`src/rtl/lfd_pkg.sv`:
```
package lfd_pkg;
  typedef enum logic {
    LFD_IDLE = 1'b0,
    LFD_WAIT = 1'b1
  } lfd_state_e;
endpackage

```
`src/rtl/lfd_ack_timer.sv`:
```
// Counts cycles spent waiting for an acknowledgment; restarts on each send.
module lfd_ack_timer #(
  parameter int TW = 8
) (
  input  logic          clk,
  input  logic          rst,
  input  logic          restart,
  input  logic          run,
  input  logic [TW-1:0] limit,
  output logic          at_limit
);
  logic [TW-1:0] cnt_q;

  assign at_limit = (cnt_q == limit);

  always_ff @(posedge clk) begin
    if (rst || restart) begin
      cnt_q <= '0;
    end else if (run && !at_limit) begin
      cnt_q <= cnt_q + TW'(1);
    end
  end
endmodule

```
`src/rtl/lfd_retry_guard.sv`:
```
// Resend counter with strict threshold compare and sticky fault flag.
module lfd_retry_guard #(
  parameter int RW = 4
) (
  input  logic          clk,
  input  logic          rst,
  input  logic          clear,
  input  logic          bump,
  input  logic [RW-1:0] limit,
  output logic          trip,
  output logic          unsafe
);
  localparam int CW = RW + 1;
  logic [CW-1:0] cnt_q;
  logic          unsafe_q;

  assign trip   = bump && (cnt_q > {1'b0, limit});
  assign unsafe = unsafe_q;

  always_ff @(posedge clk) begin
    if (rst || clear) begin
      cnt_q <= '0;
    end else if (bump && !trip) begin
      cnt_q <= cnt_q + CW'(1);
    end
  end

  always_ff @(posedge clk) begin
    if (rst) begin
      unsafe_q <= 1'b0;
    end else if (trip) begin
      unsafe_q <= 1'b1;
    end
  end
endmodule

```
`src/rtl/lfd_penalty_reg.sv`:
```
// Neighbour-written congestion penalty.
module lfd_penalty_reg #(
  parameter int PW = 4
) (
  input  logic          clk,
  input  logic          rst,
  input  logic          wr,
  input  logic [PW-1:0] din,
  output logic [PW-1:0] q
);
  always_ff @(posedge clk) begin
    if (rst) begin
      q <= '0;
    end else if (wr) begin
      q <= din;
    end
  end
endmodule

```
`src/rtl/link_fault_detector.sv`:
```
module link_fault_detector
  import lfd_pkg::*;
#(
  parameter int DW = 32,
  parameter int TW = 8,
  parameter int RW = 4,
  parameter int PW = 4
) (
  input  logic          clk,
  input  logic          rst,
  input  logic [TW-1:0] cfg_ack_timeout,
  input  logic [RW-1:0] cfg_retry_limit,
  input  logic          in_valid,
  input  logic [DW-1:0] in_data,
  output logic          in_ready,
  output logic          out_valid,
  output logic [DW-1:0] out_data,
  input  logic          out_ack,
  input  logic          nbr_pen_wr,
  input  logic [PW-1:0] nbr_pen_val,
  output logic          port_safe,
  output logic [PW-1:0] port_penalty
);
  lfd_state_e    state_q;
  logic [DW-1:0] hold_q;
  logic          out_valid_q;
  logic          waiting, accept, ack_hit, at_limit, expired, trip, unsafe;

  assign waiting = (state_q == LFD_WAIT);
  assign ack_hit = waiting && out_ack;
  assign expired = waiting && at_limit && !ack_hit;
  assign in_ready = (state_q == LFD_IDLE) && !unsafe;
  assign accept  = in_valid && in_ready;

  lfd_ack_timer #(.TW(TW)) u_timer (
    .clk      (clk),
    .rst      (rst),
    .restart  (accept || (expired && !trip)),
    .run      (waiting && !ack_hit),
    .limit    (cfg_ack_timeout),
    .at_limit (at_limit)
  );

  lfd_retry_guard #(.RW(RW)) u_guard (
    .clk    (clk),
    .rst    (rst),
    .clear  (accept || ack_hit),
    .bump   (expired),
    .limit  (cfg_retry_limit),
    .trip   (trip),
    .unsafe (unsafe)
  );

  lfd_penalty_reg #(.PW(PW)) u_pen (
    .clk (clk),
    .rst (rst),
    .wr  (nbr_pen_wr),
    .din (nbr_pen_val),
    .q   (port_penalty)
  );

  always_ff @(posedge clk) begin
    if (rst) begin
      state_q     <= LFD_IDLE;
      hold_q      <= '0;
      out_valid_q <= 1'b0;
    end else begin
      out_valid_q <= 1'b0;
      if (accept) begin
        hold_q      <= in_data;
        out_valid_q <= 1'b1;
        state_q     <= LFD_WAIT;
      end else if (ack_hit) begin
        state_q <= LFD_IDLE;
      end else if (expired) begin
        if (trip) begin
          state_q <= LFD_IDLE;
        end else begin
          out_valid_q <= 1'b1;
        end
      end
    end
  end

  assign out_valid = out_valid_q;
  assign out_data  = hold_q;
  assign port_safe = !unsafe;
endmodule

```
`config.mk`:
```
export PLATFORM = sky130hd
export DESIGN_NAME = link_fault_detector
export DESIGN_NICKNAME = d
export VERILOG_FILES = /design/src/rtl/lfd_pkg.sv /design/src/rtl/lfd_ack_timer.sv /design/src/rtl/lfd_retry_guard.sv /design/src/rtl/lfd_penalty_reg.sv /design/src/rtl/link_fault_detector.sv
export SDC_FILE = /design/constraint.sdc
export NUM_CORES = 1
export LEC_CHECK = 0
export ABC_AREA = 0
export BUFFER_PORTS_ARGS = -buffer_cell sky130_fd_sc_hd__buf_2
export CAP_MARGIN = 0
export CELL_PAD_IN_SITES_DETAIL_PLACEMENT = 1
export CELL_PAD_IN_SITES_GLOBAL_PLACEMENT = 1
export CORE_UTILIZATION = 34
export CTS_CLUSTER_DIAMETER = 120
export DETAILED_ROUTE_END_ITERATION = 12
export PLACE_DENSITY = 0.87
export SYNTH_ARGS = -nofsm -noshare
export SYNTH_HDL_FRONTEND = slang
export SYNTH_HIERARCHICAL = 1
export SYNTH_SLANG_ARGS = --single-unit
```
`constraint.sdc`:
```
create_clock -name clk -period 3 [get_ports clk]
set_clock_uncertainty 0.05 [all_clocks]
set_input_delay 0.15 -clock clk [delete_from_list [all_inputs] [get_ports clk]]
set_output_delay 0.15 -clock clk [all_outputs]
set_load 0.02 [all_outputs]
```
==> results of run 1 <==
sequential cells by signal (all words and copies together), names as in the netlist:
| name | cells |
|---|---|
| out_data | 32 |
| u_pen/q | 4 |
| u_guard/cnt_q | 5 |
| state_q | 1 |
| u_guard/unsafe | 1 |
| u_timer/cnt_q | 8 |
| out_valid | 1 |
kinds of logic (layout without fill, tap and decap cells):
kind of cell	after synthesis	in the layout	share of synthesized area, %
muxes	14	14	6.04
adders and majority gates	6	6	3.24
xor gates and xnor gates	8	8	3.02
AOI/OAI and AO/OA	54	54	13.4
DFF	52	52	44.9
and+or+nand+nor	120	120	24.0
buffers and inverters	19	111	5.40
cell usage after synthesis, types with 2 or more instances:
| cell | n | area [um2] |
|---|---|---|
| sky130_fd_sc_hd__xor2_1 | 8 | 70.1 |
| sky130_fd_sc_hd__nand3_1 | 5 | 25.0 |
| sky130_fd_sc_hd__inv_1 | 7 | 26.3 |
| sky130_fd_sc_hd__o21ai_0 | 4 | 20.0 |
| sky130_fd_sc_hd__ha_1 | 6 | 75.1 |
| sky130_fd_sc_hd__clkbuf_1 | 3 | 11.3 |
| sky130_fd_sc_hd__nand2_1 | 82 | 308 |
| sky130_fd_sc_hd__buf_6 | 7 | 78.8 |
| sky130_fd_sc_hd__nor4_2 | 2 | 25.0 |
| sky130_fd_sc_hd__a21boi_1 | 2 | 15.0 |
| sky130_fd_sc_hd__or3_1 | 9 | 56.3 |
| sky130_fd_sc_hd__mux2i_1 | 14 | 140 |
| sky130_fd_sc_hd__a21oi_1 | 39 | 195 |
| sky130_fd_sc_hd__dfxtp_1 | 52 | 1040 |
| sky130_fd_sc_hd__nor2b_1 | 2 | 12.5 |
| sky130_fd_sc_hd__nor2_1 | 9 | 33.8 |
| sky130_fd_sc_hd__a211oi_1 | 2 | 15.0 |
worst reg2reg max path: stages, from the launching register on:
cell and delay (ns):
sky130_fd_sc_hd__dfxtp_1 0.37, sky130_fd_sc_hd__xor2_1 0.19, sky130_fd_sc_hd__nor4_2 0.29, sky130_fd_sc_hd__and2_1 0.20, sky130_fd_sc_hd__nand3b_1 0.12, sky130_fd_sc_hd__inv_1 0.14, sky130_fd_sc_hd__o211a_1 0.21, sky130_fd_sc_hd__o21ai_2 0.15
sky130_fd_sc_hd__nor2_1 0.51, sky130_fd_sc_hd__nand2_1 0.12, sky130_fd_sc_hd__mux2i_1 0.16
through the flow:
stage	hold WS [ns]	power (W)	instance area [um2]	utilization, %
after CTS	0.00126	0.00140	2910	45.0
after detailed placement	0.347	0.000973	2820	43.6
after global routing	0.00493	0.00144	2910	45.0
final	0.00662	0.00138	2910	45.0
after global placement	0.340	0.000963	2820	43.6
after floorplan	0.172	0.000889	2320	-
cell usage in the layout (no fill, tap or decap), types with 2 or more instances in the layout:
cell | netlist | layout
sky130_fd_sc_hd__nor4_2 | 2 | 2
sky130_fd_sc_hd__clkbuf_8 | 0 | 5
sky130_fd_sc_hd__o21ai_0 | 4 | 4
sky130_fd_sc_hd__mux2i_1 | 14 | 14
sky130_fd_sc_hd__dfxtp_1 | 52 | 52
sky130_fd_sc_hd__a21boi_1 | 2 | 2
sky130_fd_sc_hd__a21oi_1 | 39 | 39
sky130_fd_sc_hd__nor2_1 | 9 | 9
sky130_fd_sc_hd__inv_1 | 7 | 7
sky130_fd_sc_hd__buf_2 | 0 | 91
sky130_fd_sc_hd__buf_4 | 0 | 5
sky130_fd_sc_hd__xor2_1 | 8 | 8
sky130_fd_sc_hd__nand2_1 | 82 | 82
sky130_fd_sc_hd__or3_1 | 9 | 9
sky130_fd_sc_hd__nor2b_1 | 2 | 2
sky130_fd_sc_hd__ha_1 | 6 | 6
sky130_fd_sc_hd__nand3_1 | 5 | 5
sky130_fd_sc_hd__a211oi_1 | 2 | 2
metal layers:
metal	up-vias	share of wire, %	GRT usage [%]
met2	47	55	35.1
li1	1100	-	-
met5	-	0	0
met3	9	2.7	2.95
met4	0	2.3	6.78
met1	1031	40	18.8
power breakdown:
part | internal [W] | switching [W] | leakage [nW]
clock network | 0.000168 | 0.000254 | 0.0485
registers | 0.000721 | 0.0000155 | 0.425
logic | 0.0000838 | 0.000133 | 0.878
cell type report:
cell class / count / area (um2) / share of cell area [%]
repair buffers: 96 / 493 / 17.0
well taps: 77 / 96.3 / 3.31
flip-flops and latches: 52 / 1040 / 35.8
multi-input cells: 202 / 1160 / 39.9
clock buffers: 5 / 68.8 / 2.37
clock inverters: 3 / 22.5 / 0.775
inverters: 7 / 26.3 / 0.904
worst paths after layout:
check        slack [ns]          endpoint  cells past startpoint
max                0.43  u_timer/cnt_q[3]                     10
min               0.007      out_data[19]                      3
max reg2reg        0.43  u_timer/cnt_q[3]                     10
min reg2reg        0.40      out_data[14]                      2
==> results.txt, run 1 <==
----------------------------------------------------
[Run status]
  Result of the run ... complete, no violations

[Placement]
  Number of instances in the placed design ... roughly 430
  Routability-driven placement congestion ratio ... 0.771
  Pre-CTS worst setup slack ... 0.470 ns
  Number of buffers inserted by port buffering ... 91
  Dpl hpwl ... 4700 um

[Clock network]
  Hold-fix buffer count after cts ... 0
  Num CTS Buffers ... 5
  Number of buffers added for setup after CTS ... 0
  Clock latency on the worst-skew pair ... 0.31 ns
  Clock root buffer ... sky130_fd_sc_hd__clkbuf_8
  Maximum buffer depth of the clock tree ... 2
  CTS clk-pin slew, worst paths ... 0.10 ns
  CTS tree ... built
  H-tree depth ... 2
  Resized Gates After CTS ... 0
  Number of sinks on the clock net ... 52

[Die]
  Die height ... roughly 85 um
  Starting utilization of the core area ... 35.9%
  Area of the die ... 0.00715 mm2
  Standard-cell row count ... 29
  I/O Pins ... 92
  Die boundary width ... ~85 um
  Std-Cell Core Area ... 0.00646 mm2

[Worst setup path]
  Crit Path Category ... register to register
  Slowest Stage Delay on Critical Path ... 0.51 ns
  CP Launch Point ... u_timer/cnt_q[4]
  Worst EP required ... 3.19 ns
  Series of cell instances along the critical path ... xor2_1, nor4_2, and2_1, nand3b_1, inv_1, o211a_1, o21ai_2, nor2_1, nand2_1, mux2i_1
  Startpoint type of the worst setup path ... register
  Worst endpoint data arrival time ... 2.77 ns
  Cell with the largest stage delay on the worst path ... sky130_fd_sc_hd__nor2_1
  Reg-to-reg critical path startpoint ... u_timer/cnt_q[4]
  Crit-path leading delay family ... simple AND/OR/NAND/NOR gates
  Type of element capturing the critical path ... register
  Maximum fanout along the worst path ... 9
  CP bufs+invs ... 1

[Timing]
  Count of final hold-check violations ... 0
  Clock period minus final worst setup slack ... 2.57 ns
  Highest clock rate ... 0.389 GHz
  Number of setup violations in the final report ... 0
  Pins over their slew limit ... 0
  Final worst-path cycle share ... 85.8%
  RSZ-0062 raised after global routing ... no
  Worst slew slack as a fraction of its limit ... 61.2%
  Measured slew at the worst slew-check pin ... slightly below 0.6 ns
  PnR worst setup slack ... 0.427 ns
  Total negative slack for setup checks ... 0 ns

[Pwr]
  Leakage power summed over all cells ... 1.35 nW
  Largest vdd supply drop ... approximately 0.24 mV
  Power density cells ... 473 mW/mm2

[Route]
  Detailed-route wire length per cell ... approximately 14 um
  Number of nets with antenna violations after detailed routing ... 0
  Total detailed-routing wirelength ... slightly above 6000 um
  Residual DRC count ... 0
  Starting DRC count in detailed routing ... 93
  Number of search-and-repair iterations in the first detailed-routing pass ... 6
  Vias post-DR ... approximately 2200
  Vias per Instance ... 4.95

[Hold path]
  Path type of the worst min-delay path ... input port to register
  Startpoint of the most critical hold path ... in_data[19]

[Synthesis]
  Count of synthesis-stage warnings from yosys ... 6
  Top_reg_cell synth ... sky130_fd_sc_hd__dfxtp_1
  Share of the yosys chip area belonging to registers ... 44.9%
  Register bit total from synthesis ... 52
  Number of distinct standard cells referenced by the synthesized netlist ... 37
  Number of enable-type register cells in the synthesized netlist ... 0
  Post-synthesis cell area ... 0.00232 mm2
  Count of mapped cells out of synthesis ... about 270
  Avg Inst Size Synth ... approximately 8.5 um2
  Post-synth net total ... between 300 and 400
  Fraction of registers with async set or reset after synthesis ... 0%

[Global route]
  Remaining global-route overflow ... 0
  Largest net degree at the start of global routing ... 35
  Vias in the first global route ... 2279
  Global-route wire length before repair ... 10200 um
  Tot GR Track Use ... 17.9%
  Antenna violations before repair ... 0

[Layout]
  Fraction of final layout cells sized beyond drive strength 1 ... a little over 30%
  Count of filler cells inserted in the layout ... 848
  Final net count ... between 400 and 500
  Antenna Cells ... 0
  Synthesis-to-layout area growth ... 25.4%
  Final cell count without fillers ... around 440

[Run]
  Max-cap check violation count ... 0

----------------------------------------------------
No activity file was read; power rests on OpenSTA's default activity.
==> run 2, diff against run 1 <==
--- a/config.mk
+++ b/config.mk
@@ -10,8 +10,8 @@
 export CAP_MARGIN = 0
 export CELL_PAD_IN_SITES_DETAIL_PLACEMENT = 1
 export CELL_PAD_IN_SITES_GLOBAL_PLACEMENT = 1
+export CORE_ASPECT_RATIO = 1.1
 export CORE_UTILIZATION = 34
-export CTS_CLUSTER_DIAMETER = 120
 export DETAILED_ROUTE_END_ITERATION = 12
 export PLACE_DENSITY = 0.87
 export SYNTH_ARGS = -nofsm -noshare
==> run 2 against run 1 <==
Net effect: combinational power is essentially flat; clock-buffer cell count grew 2; fmax shrank 0.18%; flip-flop and latch count is the same; worst setup slack lost 0.0046 ns; critical path depth is the same; final cell count grew 1.1%; clock power grew 23%; sequential share of layout area shrank 0.50 points; utilization shrank 0.30 points; hold slack gained 0.025 ns; routed wire length shrank 5.8%.
==> results.txt, run 2 (synthesized netlist as in run 1, its figures left out) <==
----------------------------------------------------
[Clock network]
  Number of buffers added for setup after CTS ... 0
  Clock root buffer ... sky130_fd_sc_hd__clkbuf_8
  CTS clk-pin slew, worst paths ... approximately 0.09 ns
  Maximum buffer depth of the clock tree ... 2
  H-tree depth ... 2
  Hold-fix buffer count after cts ... 0
  CTS tree ... built
  Num CTS Buffers ... 5
  Clock latency on the worst-skew pair ... 0.29 ns
  Number of sinks on the clock net ... 52
  Resized Gates After CTS ... 0

[Worst setup path]
  Maximum fanout along the worst path ... 9
  Number of cell instances on the worst register-to-register path ... 10
  Worst endpoint data arrival time ... 2.75 ns
  Startpoint type of the worst setup path ... register
  Worst EP required ... 3.17 ns
  Crit Path Category ... register to register
  Type of element capturing the critical path ... register

[Route]
  Number of search-and-repair iterations in the first detailed-routing pass ... 4
  Detailed-route wire length per cell ... about 13 um
  Total detailed-routing wirelength ... 5820 um
  Vias per Instance ... 4.86
  Residual DRC count ... 0
  Vias post-DR ... roughly 2200
  Starting DRC count in detailed routing ... 38
  Number of nets with antenna violations after detailed routing ... 0

[Global route]
  Global-route wire length before repair ... 9490 um
  Largest net degree at the start of global routing ... 34
  Antenna violations before repair ... 0
  Tot GR Track Use ... 17.0%
  Vias in the first global route ... 2134
  Remaining global-route overflow ... 0

[Pwr]
  Net switching component of the power ... roughly 0.00037 W
  Power density cells ... 499 mW/mm2
  Switching share of power ... 25.3%
  Part of the power in the clock network ... 35.3%
  Share of total power in combinational logic ... 14.6%
  Share of total power in sequential cells ... 50.1%
  Leakage power summed over all cells ... ~1.4 nW
  Internal ... around 0.0011 W
  Largest vdd supply drop ... between 0.15 and 0.2 mV

[Hold path]
  Path type of the worst min-delay path ... input port to register
  Hold-critical path depth ... 3

[Layout]
  Antenna Cells ... 0
  Fraction of final layout cells sized beyond drive strength 1 ... between 30% and 40%
  Final net count ... 423
  Synthesis-to-layout area growth ... 27.1%
  Max reg flops ... 32
  Most common cell after layout, fill and taps aside ... sky130_fd_sc_hd__buf_2
  Count of filler cells inserted in the layout ... 840
  Commonest non-fill, non-tap cells in the layout ... 91 x sky130_fd_sc_hd__buf_2, 82 x sky130_fd_sc_hd__nand2_1, 52 x sky130_fd_sc_hd__dfxtp_1, 39 x sky130_fd_sc_hd__a21oi_1, 14 x sky130_fd_sc_hd__mux2i_1

[Timing]
  Worst slew slack as a fraction of its limit ... 55.4%
  Total negative slack for setup checks ... 0 ns
  Clock period minus final worst setup slack ... 2.58 ns
  PnR worst setup slack ... approximately 0.42 ns
  Pins over their slew limit ... 0
  RSZ-0062 raised after global routing ... no
  Final worst-path cycle share ... ~86%
  Number of setup violations in the final report ... 0
  Measured slew at the worst slew-check pin ... 0.666 ns
  Highest clock rate ... 0.388 GHz
  Count of final hold-check violations ... 0

[Die]
  Std-Cell Core Area ... 0.00659 mm2
  Die boundary width ... 80.7 um
  Die height ... 88.6 um
  Area of the die ... 0.00715 mm2
  Starting utilization of the core area ... about a third
  Standard-cell row count ... 31
  I/O Pins ... 92

[Placement]
  Dpl hpwl ... 4360 um
  Pre-CTS worst setup slack ... 0.420 ns
  Number of buffers inserted by port buffering ... 91
  Routability-driven placement congestion ratio ... 0.823

[Run]
  Max-cap check violation count ... 0

[Run status]
  Result of the run ... complete, no violations

----------------------------------------------------
## run 2: changes by cell type in the layout (fill, tap and decap cells not counted)
cell                        before  now
sky130_fd_sc_hd__inv_6           1    0
sky130_fd_sc_hd__clkbuf_8        5    7
sky130_fd_sc_hd__clkinv_4        1    0
sky130_fd_sc_hd__clkinv_2        1    0
sky130_fd_sc_hd__bufinv_16       0    1
## run 2: final cells by class
class	count	area [um2]	area share [%]
Clock buffer	7	96.3	3.27
Inverter	7	26.3	0.891
Sequential cell	52	1040	35.3
Timing Repair Buffer	96	493	16.7
Clock inverter	1	30.0	1.02
Multi-Input combinational cell	202	1160	39.3
Tap cell	82	103	3.48
## run 2: worst max-delay path: stages, from the launching register on
cell	delay, ns
sky130_fd_sc_hd__dfxtp_1	0.35
sky130_fd_sc_hd__xor2_1	0.17
sky130_fd_sc_hd__nor4_2	0.32
sky130_fd_sc_hd__and2_1	0.19
sky130_fd_sc_hd__nand3b_1	0.11
sky130_fd_sc_hd__inv_1	0.13
sky130_fd_sc_hd__o211a_1	0.21
sky130_fd_sc_hd__o21ai_2	0.14
sky130_fd_sc_hd__nor2_1	0.55
sky130_fd_sc_hd__nand2_1	0.12
sky130_fd_sc_hd__mux2i_1	0.15
## run 2: per-stage QoR
step	area, um2	power (W)	hold WS, ns	util [%]	std cells
2_1_floorplan	2320	0.000889	0.172	-	273
3_3_place_gp	2820	0.000963	0.335	42.8	439
3_5_place_dp	2820	0.000972	0.350	42.8	439
5_1_grt	2950	0.00154	0.0163	44.7	447
4_1_cts	2950	0.00149	0.0248	44.7	447
6_report	2950	0.00147	0.0314	44.7	447
## run 2: path summary, 6_finish.rpt
| kind | start | slack, ns | end |
|---|---|---|---|
| max | u_timer/cnt_q[6] | 0.42 | u_timer/cnt_q[4] |
| max reg2reg | u_timer/cnt_q[6] | 0.42 | u_timer/cnt_q[4] |
| min | in_data[23] | 0.03 | out_data[23] |
| min reg2reg | out_data[24] | 0.41 | out_data[24] |
## run 2: per-layer routing
| layer | up-vias | part of all wire [%] | global-route usage [%] |
|---|---|---|---|
| met5 | - | 0 | 0 |
| met4 | 0 | 0.96 | 5.19 |
| met3 | 7 | 4.8 | 2.68 |
| met2 | 68 | 50 | 32.0 |
| met1 | 996 | 44 | 19.6 |
| li1 | 1103 | - | - |
## run 2: power groups by stage
stage / registers (W) / clock network, W / logic, W
finish: 0.000736 / 0.000520 / 0.000215
global route: 0.000741 / 0.000563 / 0.000241
CTS: 0.000737 / 0.000535 / 0.000220
detailed placement: 0.000753 / 0 / 0.000219
global placement: 0.000751 / 0 / 0.000212
floorplan: 0.000788 / 0 / 0.000101
